<file path="src/rtl/hash_seq_pkg.sv">
package hash_seq_pkg;
    typedef enum logic [1:0] {
        ST_IDLE,
        ST_INIT,
        ST_FILL,
        ST_RUN
    } seq_st_e;

    localparam logic [1:0] MODE_NONE = 2'd0;
    localparam logic [1:0] MODE_HASH = 2'd1;
    localparam logic [1:0] MODE_CIPH = 2'd2;

    function automatic logic mode_active(input logic [1:0] m);
        return (m == MODE_HASH) || (m == MODE_CIPH);
    endfunction
endpackage

</file>
<file path="src/rtl/hash_seq_byteswap.sv">
module hash_seq_byteswap #(
    parameter int DW = 32
) (
    input  logic          en,
    input  logic [DW-1:0] din,
    output logic [DW-1:0] dout
);
    localparam int NB = DW / 8;

    for (genvar b = 0; b < NB; b++) begin : g_byte
        assign dout[8*b +: 8] = en ? din[8*(NB-1-b) +: 8] : din[8*b +: 8];
    end
endmodule

</file>
<file path="src/rtl/hash_seq_core_stub.sv">
module hash_seq_core_stub #(
    parameter int LAT = 64
) (
    input  logic clk,
    input  logic rst_n,
    input  logic go,
    output logic busy,
    output logic done
);
    localparam int TW = (LAT > 1) ? $clog2(LAT) : 1;
    localparam logic [TW-1:0] LAST = TW'(LAT - 1);

    typedef struct packed {
        logic          busy;
        logic [TW-1:0] cnt;
    } stub_t;

    stub_t s_d, s_q;

    always_comb begin
        s_d  = s_q;
        done = s_q.busy && (s_q.cnt == LAST);
        if (done) begin
            s_d.busy = 1'b0;
            s_d.cnt  = '0;
        end else if (s_q.busy) begin
            s_d.cnt = s_q.cnt + 1'b1;
        end
        if (go) begin
            s_d.busy = 1'b1;
            s_d.cnt  = '0;
        end
    end

    always_ff @(posedge clk or negedge rst_n) begin
        if (!rst_n) s_q <= '0;
        else        s_q <= s_d;
    end

    assign busy = s_q.busy;
endmodule

</file>
<file path="src/rtl/hash_seq.sv">
module hash_seq
    import hash_seq_pkg::*;
#(
    parameter int DW         = 32,
    parameter int BLK_WORDS  = 16,
    parameter int KEY_WORDS  = 4,
    parameter int CIPH_WORDS = 4,
    parameter int CORE_LAT   = 64
) (
    input  logic          clk,
    input  logic          rst_n,
    input  logic          cfg_we,
    input  logic [1:0]    cfg_mode,
    input  logic          cfg_start,
    input  logic          cfg_dma_in,
    input  logic          cfg_dma_out,
    input  logic          cfg_swap,
    output logic [5:0]    ctrl_rdata,
    input  logic          wr_valid,
    input  logic [DW-1:0] wr_data,
    output logic          wr_ready,
    output logic          dmai_req,
    input  logic          dmai_ack,
    input  logic [DW-1:0] dmai_data,
    output logic          dmao_req,
    input  logic          dmao_ack,
    output logic          waiting,
    output logic          core_busy,
    output logic          digest_valid,
    output logic [DW-1:0] digest
);
    localparam int CW = $clog2(BLK_WORDS + 1);
    localparam logic [CW-1:0] BLK_LAST  = CW'(BLK_WORDS - 1);
    localparam logic [CW-1:0] KEY_LAST  = CW'(KEY_WORDS - 1);
    localparam logic [CW-1:0] CIPH_LAST = CW'(CIPH_WORDS - 1);

    typedef struct packed {
        seq_st_e       st;
        logic [1:0]    mode;
        logic          dma_in;
        logic          dma_out;
        logic          swap;
        logic          key_loaded;
        logic [CW-1:0] cnt;
        logic [DW-1:0] blk_xor;
        logic [DW-1:0] key_xor;
        logic [DW-1:0] dig;
        logic          dig_valid;
        logic          drained;
    } seq_t;

    seq_t r_d, r_q;

    logic [DW-1:0] raw_word, sw_word;
    logic          beat, key_phase, last_beat, core_go, core_done;
    logic [CW-1:0] last_idx;

    assign raw_word = r_q.dma_in ? dmai_data : wr_data;

    hash_seq_byteswap #(.DW(DW)) u_swap (
        .en   (r_q.swap),
        .din  (raw_word),
        .dout (sw_word)
    );

    hash_seq_core_stub #(.LAT(CORE_LAT)) u_core (
        .clk   (clk),
        .rst_n (rst_n),
        .go    (core_go),
        .busy  (core_busy),
        .done  (core_done)
    );

    always_comb begin
        key_phase = (r_q.mode == MODE_CIPH) && !r_q.key_loaded;
        if (key_phase)                   last_idx = KEY_LAST;
        else if (r_q.mode == MODE_CIPH)  last_idx = CIPH_LAST;
        else                             last_idx = BLK_LAST;
        beat      = (r_q.st == ST_FILL) && (r_q.dma_in ? dmai_ack : wr_valid);
        last_beat = beat && (r_q.cnt == last_idx);
        core_go   = last_beat && !key_phase;
    end

    always_comb begin
        r_d = r_q;
        unique case (r_q.st)
            ST_INIT: r_d.st = ST_FILL;
            ST_FILL: begin
                if (beat && key_phase) begin
                    r_d.key_xor = ((r_q.cnt == '0) ? '0 : r_q.key_xor) ^ sw_word;
                    if (last_beat) begin
                        r_d.key_loaded = 1'b1;
                        r_d.cnt        = '0;
                    end else begin
                        r_d.cnt = r_q.cnt + 1'b1;
                    end
                end else if (beat) begin
                    r_d.blk_xor = r_q.blk_xor ^ sw_word;
                    if (last_beat) begin
                        r_d.st  = ST_RUN;
                        r_d.cnt = '0;
                    end else begin
                        r_d.cnt = r_q.cnt + 1'b1;
                    end
                end
            end
            ST_RUN: begin
                if (core_done) begin
                    r_d.st        = ST_FILL;
                    r_d.dig       = {r_q.dig[DW-2:0], r_q.dig[DW-1]} ^ r_q.blk_xor ^
                                    ((r_q.mode == MODE_CIPH) ? r_q.key_xor : '0);
                    r_d.blk_xor   = '0;
                    r_d.dig_valid = 1'b1;
                    r_d.drained   = 1'b0;
                end
            end
            default: ;
        endcase

        if (dmao_req && dmao_ack) r_d.drained = 1'b1;

        if (cfg_we) begin
            r_d.mode    = cfg_mode;
            r_d.dma_in  = cfg_dma_in;
            r_d.dma_out = cfg_dma_out;
            r_d.swap    = cfg_swap;
            if (!mode_active(cfg_mode)) begin
                r_d.st = ST_IDLE;
            end else if (cfg_start) begin
                r_d.st        = ST_INIT;
                r_d.cnt       = '0;
                r_d.blk_xor   = '0;
                r_d.dig       = '0;
                r_d.dig_valid = 1'b0;
                r_d.drained   = 1'b0;
            end
        end
    end

    always_ff @(posedge clk or negedge rst_n) begin
        if (!rst_n) begin
            r_q      <= '0;
            r_q.st   <= ST_IDLE;
            r_q.mode <= MODE_NONE;
        end else begin
            r_q <= r_d;
        end
    end

    assign ctrl_rdata   = {r_q.swap, r_q.dma_out, r_q.dma_in, 1'b0, r_q.mode};
    assign waiting      = (r_q.st == ST_FILL);
    assign wr_ready     = (r_q.st == ST_FILL) && !r_q.dma_in;
    assign dmai_req     = (r_q.st == ST_FILL) && r_q.dma_in;
    assign dmao_req     = r_q.dma_out && r_q.dig_valid && !r_q.drained;
    assign digest_valid = r_q.dig_valid;
    assign digest       = r_q.dig;
endmodule

</file>
<file path="config.mk">
export PLATFORM = sky130hd
export DESIGN_NAME = hash_seq
export DESIGN_NICKNAME = d
export VERILOG_FILES = /design/src/rtl/hash_seq_pkg.sv /design/src/rtl/hash_seq_byteswap.sv /design/src/rtl/hash_seq_core_stub.sv /design/src/rtl/hash_seq.sv
export SDC_FILE = /design/constraint.sdc
export NUM_CORES = 1
export LEC_CHECK = 0
export BUFFER_PORTS_ARGS = -buffer_cell sky130_fd_sc_hd__buf_2
export CAP_MARGIN = 20
export CORE_MARGIN = 1
export CORE_UTILIZATION = 64
export CTS_BUF_LIST = sky130_fd_sc_hd__clkbuf_2 sky130_fd_sc_hd__clkbuf_4 sky130_fd_sc_hd__clkbuf_8
export DETAILED_ROUTE_END_ITERATION = 12
export HOLD_SLACK_MARGIN = 0.12
export PLACE_DENSITY = 0.95
export SYNTH_ARGS = -nofsm -noshare
export SYNTH_HDL_FRONTEND = slang
export SYNTH_SLANG_ARGS = --single-unit
</file>
<file path="constraint.sdc">
create_clock -name clk -period 4.2 [get_ports clk]
set_input_delay 1.05 -clock clk [delete_from_list [all_inputs] [get_ports clk]]
set_output_delay 1.05 -clock clk [all_outputs]
set_load 0.1 [all_outputs]
</file>
==> out/results.ini, run 1 <==
[yosys]
synth_flop_cell = dfrtp_1
yosys-top-cells-count = dfrtp_1 (118), nand2_1 (106), a21oi_1 (68)
ys_ff_latch = 118
ys.warnings.count = 0
synth.area.top_cells = dfrtp_1 (40%), mux4_2 (9.9%), nand2_1 (5.4%), a21oi_1 (4.7%), xor2_1 (4.4%)
synth.most_common_cell = dfrtp_1
async_flop_share_pct = 100
synth_cell_types = 43
synth_edf_count = 0
synthCells = 753
avgSynthCellArea_sq_um = 9.71
syn-cell-area_sq_um = 7310
seq_area_frac_synth_pct = 40.4
synth_nets = 832
synth_top_area_share_pct = 40.4
yosys.area.top_type = dfrtp_1

[die]
die_area_sq_um = 11900
fp.dieH_microns = 109
core_sq_um = 11000
io_pins = 120
initial_utilization_pct = 66.6
fp-row-count = 38
dieWidth_microns = 109

[critical_path]
cp-start-kind = register
crit_family = buffers and inverters
arrival_ns = 1.79
end_kind = output port
cp_max_fo = 4
crit_chain = nand2b_1, inv_2, and2_1, buf_2
critPathMaxStageDelay_ns = 0.42
path_buf_inv = 2
worst_ep_required_time_ns = 3.15
critPathKind = register to output port
cp_slowest_cell = dfrtp_1

[global_routing]
grt_pass1_vias = 6578
grt_pass1_wl_mm = 31.9
grt-ovfl-total = 0
grt_max_degree = 70
antenna_found_initial = 0
grt_usage_pct = 35.3

[detailed_routing]
dr.pass1.iters = 7
ant_nets = 0
drc = 0
drt-vias-per-instance = 6.86
wirelength_mm = 20.1
drtIter0Drc = 667
wire_per_inst_microns = 21.0
dr_total_vias = 6587

[clock_tree]
clock_sinks = 118
cts_tree = done
clkTransAtPathRegs_ns = 0.08
clock_latency_ns = 0.44
cts_max_level = 4
postCtsSetupBuffers = 0
clk_path_buf_depth = 2
ctsHoldBuffers = 0
cts_root_buf = clkbuf_8
ctsResizeCount = 0
cts_buffers = 17

[run_status]
status = completed

[hold_path]
hp-class = register to register

[place]
gp_congestion = 0.842
port_buffers = 118
post-dp-hpwl_mm = 12.0

[pwr]
power_density_nw_per_um2 = 460
ir_drop_v = 0.000278
p_total_mw = 3.72
p_leak_nw = 3.50

[sta]
fin_tns_setup_ns = 0
layout_min_cycle_time_ns = 2.84
min_period_over_period_pct = 67.5
hold_viol = 0
skew_ns = 0.0113
setup_viol = 0
rsz0062_at_grt = false
drv_slew = 0
tightest_slew_ns = 0.809
max_freq_mhz = 353
relSlewSlack_pct = 45.9

[cells_and_area]
n_fill_cell = 672
area_growth_pct = 10.4
layout.nets = 886
diodes = 0
final_layout_size_suffix_gt1_share_pct = 29.3

[job]
maxCapViolCount = 0

[registers in the layout, summed over array words and instances (netlist names)]
name,count
digest_valid,1
u_core.s_q,6
r_q,73
u_core.busy,1
digest,32
ctrl_rdata,5
[path summary, 6_finish.rpt]
path,startpoint,to,slack [ns],cells after the start
worst max-delay path,r_q[109],dmai_req,1.36,4
worst min-delay path,r_q[103],r_q[103],0.47,1
worst max register to register,r_q[109],r_q[109],1.42,6
worst min register to register,r_q[103],r_q[103],0.47,1
max in group asynchronous,rst_n,r_q[49],2.73,2
min in group asynchronous,rst_n,ctrl_rdata[4],0.66,1
[layout by cell type (no fill, tap or decap), drive strengths merged, types with 2 or more instances in the layout]
cell	synthesis	layout
clkinv	1	7
xnor2	35	35
a311oi	32	32
nor3	3	3
nand2b	3	3
a21oi	68	68
ha	3	3
dfrtp	118	118
and3	34	34
nand3	5	5
bufinv	0	3
nand4	35	35
and2	5	5
nor2b	33	33
mux2	7	7
or3	2	2
o21ai	35	35
inv	3	6
buf	56	130
clkinvlp	0	3
clkbuf	39	17
nor2	13	13
mux4	32	32
mux2i	3	3
nand2	136	136
xor2	37	37
[through the flow]
stage	hold slack, ns	instance area (sq um)	setup slack, ns	std cells	util [%]
6_report	0.474	8070	1.36	960	73.5
5_1_grt	0.495	8070	1.27	960	73.5
4_1_cts	0.480	8070	1.37	960	73.5
3_5_place_dp	0.463	7660	1.25	928	69.7
3_3_place_gp	0.434	7660	1.35	928	69.7
2_1_floorplan	0.423	7310	0.268	753	-
[area by class of cell]
| cell class | count | area (sq um) | share of cell area [%] |
|---|---|---|---|
| Sequential cell | 118 | 2950 | 36.6 |
| Multi-Input combinational cell | 536 | 3820 | 47.3 |
| Timing Repair Buffer | 130 | 696 | 8.62 |
| Inverter | 4 | 15.0 | 0.186 |
| Clock inverter | 15 | 180 | 2.23 |
| Tap cell | 140 | 175 | 2.17 |
| Clock buffer | 17 | 234 | 2.90 |
[cells by family (layout without fill, tap and decap cells)]
kind of cell             Yosys count  count (layout)  share of synthesized area [%]
AND/OR/NAND/NOR                  276             276                           19.8
AO/OA/AOI/OAI                    142             142                           11.6
flip-flops                       118             118                           40.4
buffers and inverters             99             166                           7.73
XOR/XNOR                          72              72                           8.62
multiplexers                      42              42                           11.3
adder cells (fa/ha/maj)            3               3                          0.513
other                              1               1                         0.0513
[power breakdown]
group | internal, mW | switching (mW)
clock | 0.590 | 0.506
sequential | 1.38 | 0.251
combinational | 0.418 | 0.574
total | 2.38 | 1.33
[metal layers]
layer | vias to the layer above | GRT usage, % | routed length, microns
met2 | 557 | 57.1 | 9840
li1 | 2753 | - | -
met4 | 0 | 20.0 | 1060
met5 | - | 0 | 0
met1 | 3155 | 43.1 | 6970
met3 | 122 | 9.21 | 2280
No activity file was read; power rests on OpenSTA's default activity.
==> inputs of run 2 (changes only) <==
--- a/config.mk
+++ b/config.mk
@@ -5,14 +5,15 @@
 export SDC_FILE = /design/constraint.sdc
 export NUM_CORES = 1
 export LEC_CHECK = 0
+export ABC_AREA = 1
 export BUFFER_PORTS_ARGS = -buffer_cell sky130_fd_sc_hd__buf_2
 export CAP_MARGIN = 20
 export CORE_MARGIN = 1
-export CORE_UTILIZATION = 64
+export CORE_UTILIZATION = 59
 export CTS_BUF_LIST = sky130_fd_sc_hd__clkbuf_2 sky130_fd_sc_hd__clkbuf_4 sky130_fd_sc_hd__clkbuf_8
 export DETAILED_ROUTE_END_ITERATION = 12
 export HOLD_SLACK_MARGIN = 0.12
-export PLACE_DENSITY = 0.95
+export PLACE_DENSITY = 0.92
 export SYNTH_ARGS = -nofsm -noshare
 export SYNTH_HDL_FRONTEND = slang
 export SYNTH_SLANG_ARGS = --single-unit
==> constraint.sdc (replaced) <==
create_clock -name clk -period 2.9 [get_ports clk]
set_input_delay 0.725 -clock clk [delete_from_list [all_inputs] [get_ports clk]]
set_output_delay 0.725 -clock clk [all_outputs]
set_load 0.1 [all_outputs]
==> run 2 against run 1 <==
  * Hold slack worse by 0.19 ns
  * Utilization down 7.0 points
  * Largest power group unchanged
  * Power up 28%
  * Sequential power up 29%
  * Critical path type unchanged
  * Critical path depth down 3
  * Critical endpoint is now ctrl_rdata[5]
  * Cell count up 34%
==> out/results.ini, run 2 <==
[run_status]
status = completed

[sta]
tightest_slew_ns = 0.669  ; -0.141 ns
setup_ws_ns = 0.396  ; -0.967 ns
layout_min_cycle_time_ns = 2.50
max_freq_mhz = 399
timing.hold.ws_ns = 0.287  ; -0.186 ns
rsz0062_at_grt = false
drv_slew = 0  ; unchanged
skew_ns = 0.0117  ; +0.000334 ns
hold_viol = 0  ; unchanged
setup_viol = 0  ; unchanged
min_period_over_period_pct = 86.3
relSlewSlack_pct = 55.4  ; +9.5 points

[yosys]
synth_top_area_share_pct = 38.9  ; -1.4 points
ys_ff_latch = 118  ; unchanged
synth_edf_count = 0  ; unchanged
synth.most_common_cell = nand2_1
synthCells = 1035  ; +37%
synth_nets = 1114  ; +34%
synth_cell_types = 33  ; -23%
yosys-top-cells-count = nand2_1 (317), nand3_1 (140), inv_1 (119)
syn-cell-area_sq_um = 7580  ; +3.7%
async_flop_share_pct = 100  ; unchanged
avgSynthCellArea_sq_um = 7.33  ; -25%
synth.area.top_cells = dfrtp_1 (39%), nand2_1 (16%), nand3_1 (9.2%), xnor2_1 (7.6%), inv_1 (5.9%)
ys.warnings.count = 0  ; unchanged
yosys.area.top_type = dfrtp_1
synth_flop_cell = dfrtp_1
seq_area_frac_synth_pct = 38.9  ; -1.4 points

[critical_path]
path_buf_inv = 1  ; -1
arrival_ns = 1.78  ; about the same
r2r_cells = 8  ; +2
crit_family = flip-flops
reg2reg_slack_ns = 0.68  ; -0.74 ns
cp_slowest_cell = dfrtp_1
timing.rr.start = ctrl_rdata[5]
cp-start-kind = register
cp_max_fo = 16  ; +12
critPathKind = register to output port
crit_chain = buf_2
crit_path_start = ctrl_rdata[5]
worst_ep_required_time_ns = 2.17  ; -0.98 ns
end_kind = output port
critPathMaxStageDelay_ns = 0.77  ; +0.35 ns
worstReg2RegEnd = r_q[89]

[global_routing]
grt_max_degree = 65  ; -7.1%
antenna_found_initial = 0  ; unchanged
grt_usage_pct = 31.1  ; -4.3 points
busiest_layer = met2
grt_pass1_vias = 6770  ; +2.9%
grt_pass1_wl_mm = 31.5  ; -1.2%
use_met2_pct = 51.6  ; -5.4 points
grt-ovfl-total = 0  ; unchanged
use_met3_pct = 6.54  ; -2.7 points
grtUsageMet1_pct = 37.6  ; -5.5 points

[detailed_routing]
dr.pass1.iters = 5  ; -2
wire_per_inst_microns = 15.0  ; -29%
drc = 0  ; unchanged
wirelength_mm = 19.3  ; -4.4%
drtIter0Drc = 707  ; +6.0%
drt-vias-per-instance = 5.46  ; -20%
dr_total_vias = 7010  ; +6.4%
ant_nets = 0  ; unchanged

[cells_and_area]
top_register = r_q
n_fill_cell = 978  ; +46%
layout.nets = 1179  ; +33%
final_layout_size_suffix_gt1_share_pct = 16.3  ; -13 points
largest_register_ffs = 73  ; unchanged
area_growth_pct = 10.2
final_cell_mix = nand2_1 (317), nand3_1 (140), inv_1 (119), dfrtp_1 (118), buf_2 (116)
diodes = 0  ; unchanged
final_common_cell = nand2_1

[place]
post-dp-hpwl_mm = 13.1  ; +9.0%
pre_cts_ws_ns = 0.584  ; -0.671 ns
gp_congestion = 0.817  ; -2.9%
port_buffers = 118  ; unchanged

[clock_tree]
ctsResizeCount = 0  ; unchanged
clock_latency_ns = 0.46  ; +0.02 ns
cts_root_buf = clkbuf_8
clk_path_buf_depth = 2  ; unchanged
clkTransAtPathRegs_ns = 0.06  ; -0.02 ns
cts_tree = done
ctsHoldBuffers = 0  ; unchanged
cts_max_level = 4  ; unchanged
clock_sinks = 118  ; unchanged
postCtsSetupBuffers = 0  ; unchanged
cts_buffers = 17  ; unchanged

[pwr]
power_density_nw_per_um2 = 571  ; +24%
ir_drop_v = 0.000626  ; +130%
p_leak_nw = 4.23  ; +21%

[die]
fp-row-count = 41  ; +7.9%
die_area_sq_um = 13300  ; +12%
fp.dieH_microns = 115  ; +5.9%
core_sq_um = 12600  ; +14%
dieWidth_microns = 115  ; +5.9%
initial_utilization_pct = 60.3  ; -6.2 points
io_pins = 120  ; unchanged

[hold_path]
hp-class = input pin to async pin

[job]
maxCapViolCount = 0  ; unchanged

## run 2: worst max-delay path by stage
stage | end | slack [ns] | cells after the start
final | ctrl_rdata[5] | 0.40 | 1
after global routing | ctrl_rdata[5] | 0.37 | 1
after CTS | ctrl_rdata[5] | 0.43 | 1
after detailed placement | r_q[57] | 0.58 | 8
after global placement | r_q[55] | 0.75 | 8
after floorplan | dmai_req | -0.34 | 4
## run 2: stage by stage
step           setup TNS, ns  total power [mW]  cells  area (sq um)  util, %
6_report                   0              4.77   1284          8360     66.5
5_1_grt                    0              5.01   1284          8360     66.5
4_1_cts                    0              4.75   1284          8360     66.5
3_5_place_dp               0              3.36   1253          7990     63.6
3_3_place_gp               0              3.29   1253          7990     63.6
2_1_floorplan         -0.824              3.02   1035          7590        -
## run 2: logic make-up (layout without fill, tap and decap cells)
kind of cell             count (synthesis)  after routing  share of synthesized area [%]
adder cells (fa/ha/maj)                  3              3                          0.495
AO/OA/AOI/OAI                          115            115                           7.72
other                                    1              1                         0.0494
flip-flops                             118            118                           38.9
multiplexers                             1              1                          0.148
buffers and inverters                  211            288                           13.6
AND/OR/NAND/NOR                        484            484                           27.3
XOR/XNOR                               102            102                           11.8
## run 2: cell type report
type	count	area, sq um	share of cell area [%]
tap	172	215	2.57
clock inverter	3	15.0	0.180
sequential	118	2950	35.3
timing repair buffer	136	756	9.04
clock buffer	28	354	4.24
multi-input combinational	706	3610	43.2
inverter	121	457	5.46
## run 2: report_power, final
part           internal, mW  switching [mW]
Clock                 0.767           0.652
Combinational         0.430           0.816
Sequential             1.89           0.216
Total                  3.09            1.68
## run 2: per-layer routing
layer  up-vias  wire (microns)  share of wire, %
met3        56            1500               7.8
li1       3341               -                 -
met4         2             642               3.3
met1      3265            7680                40
met2       346            9390                49
met5         -              43              0.22
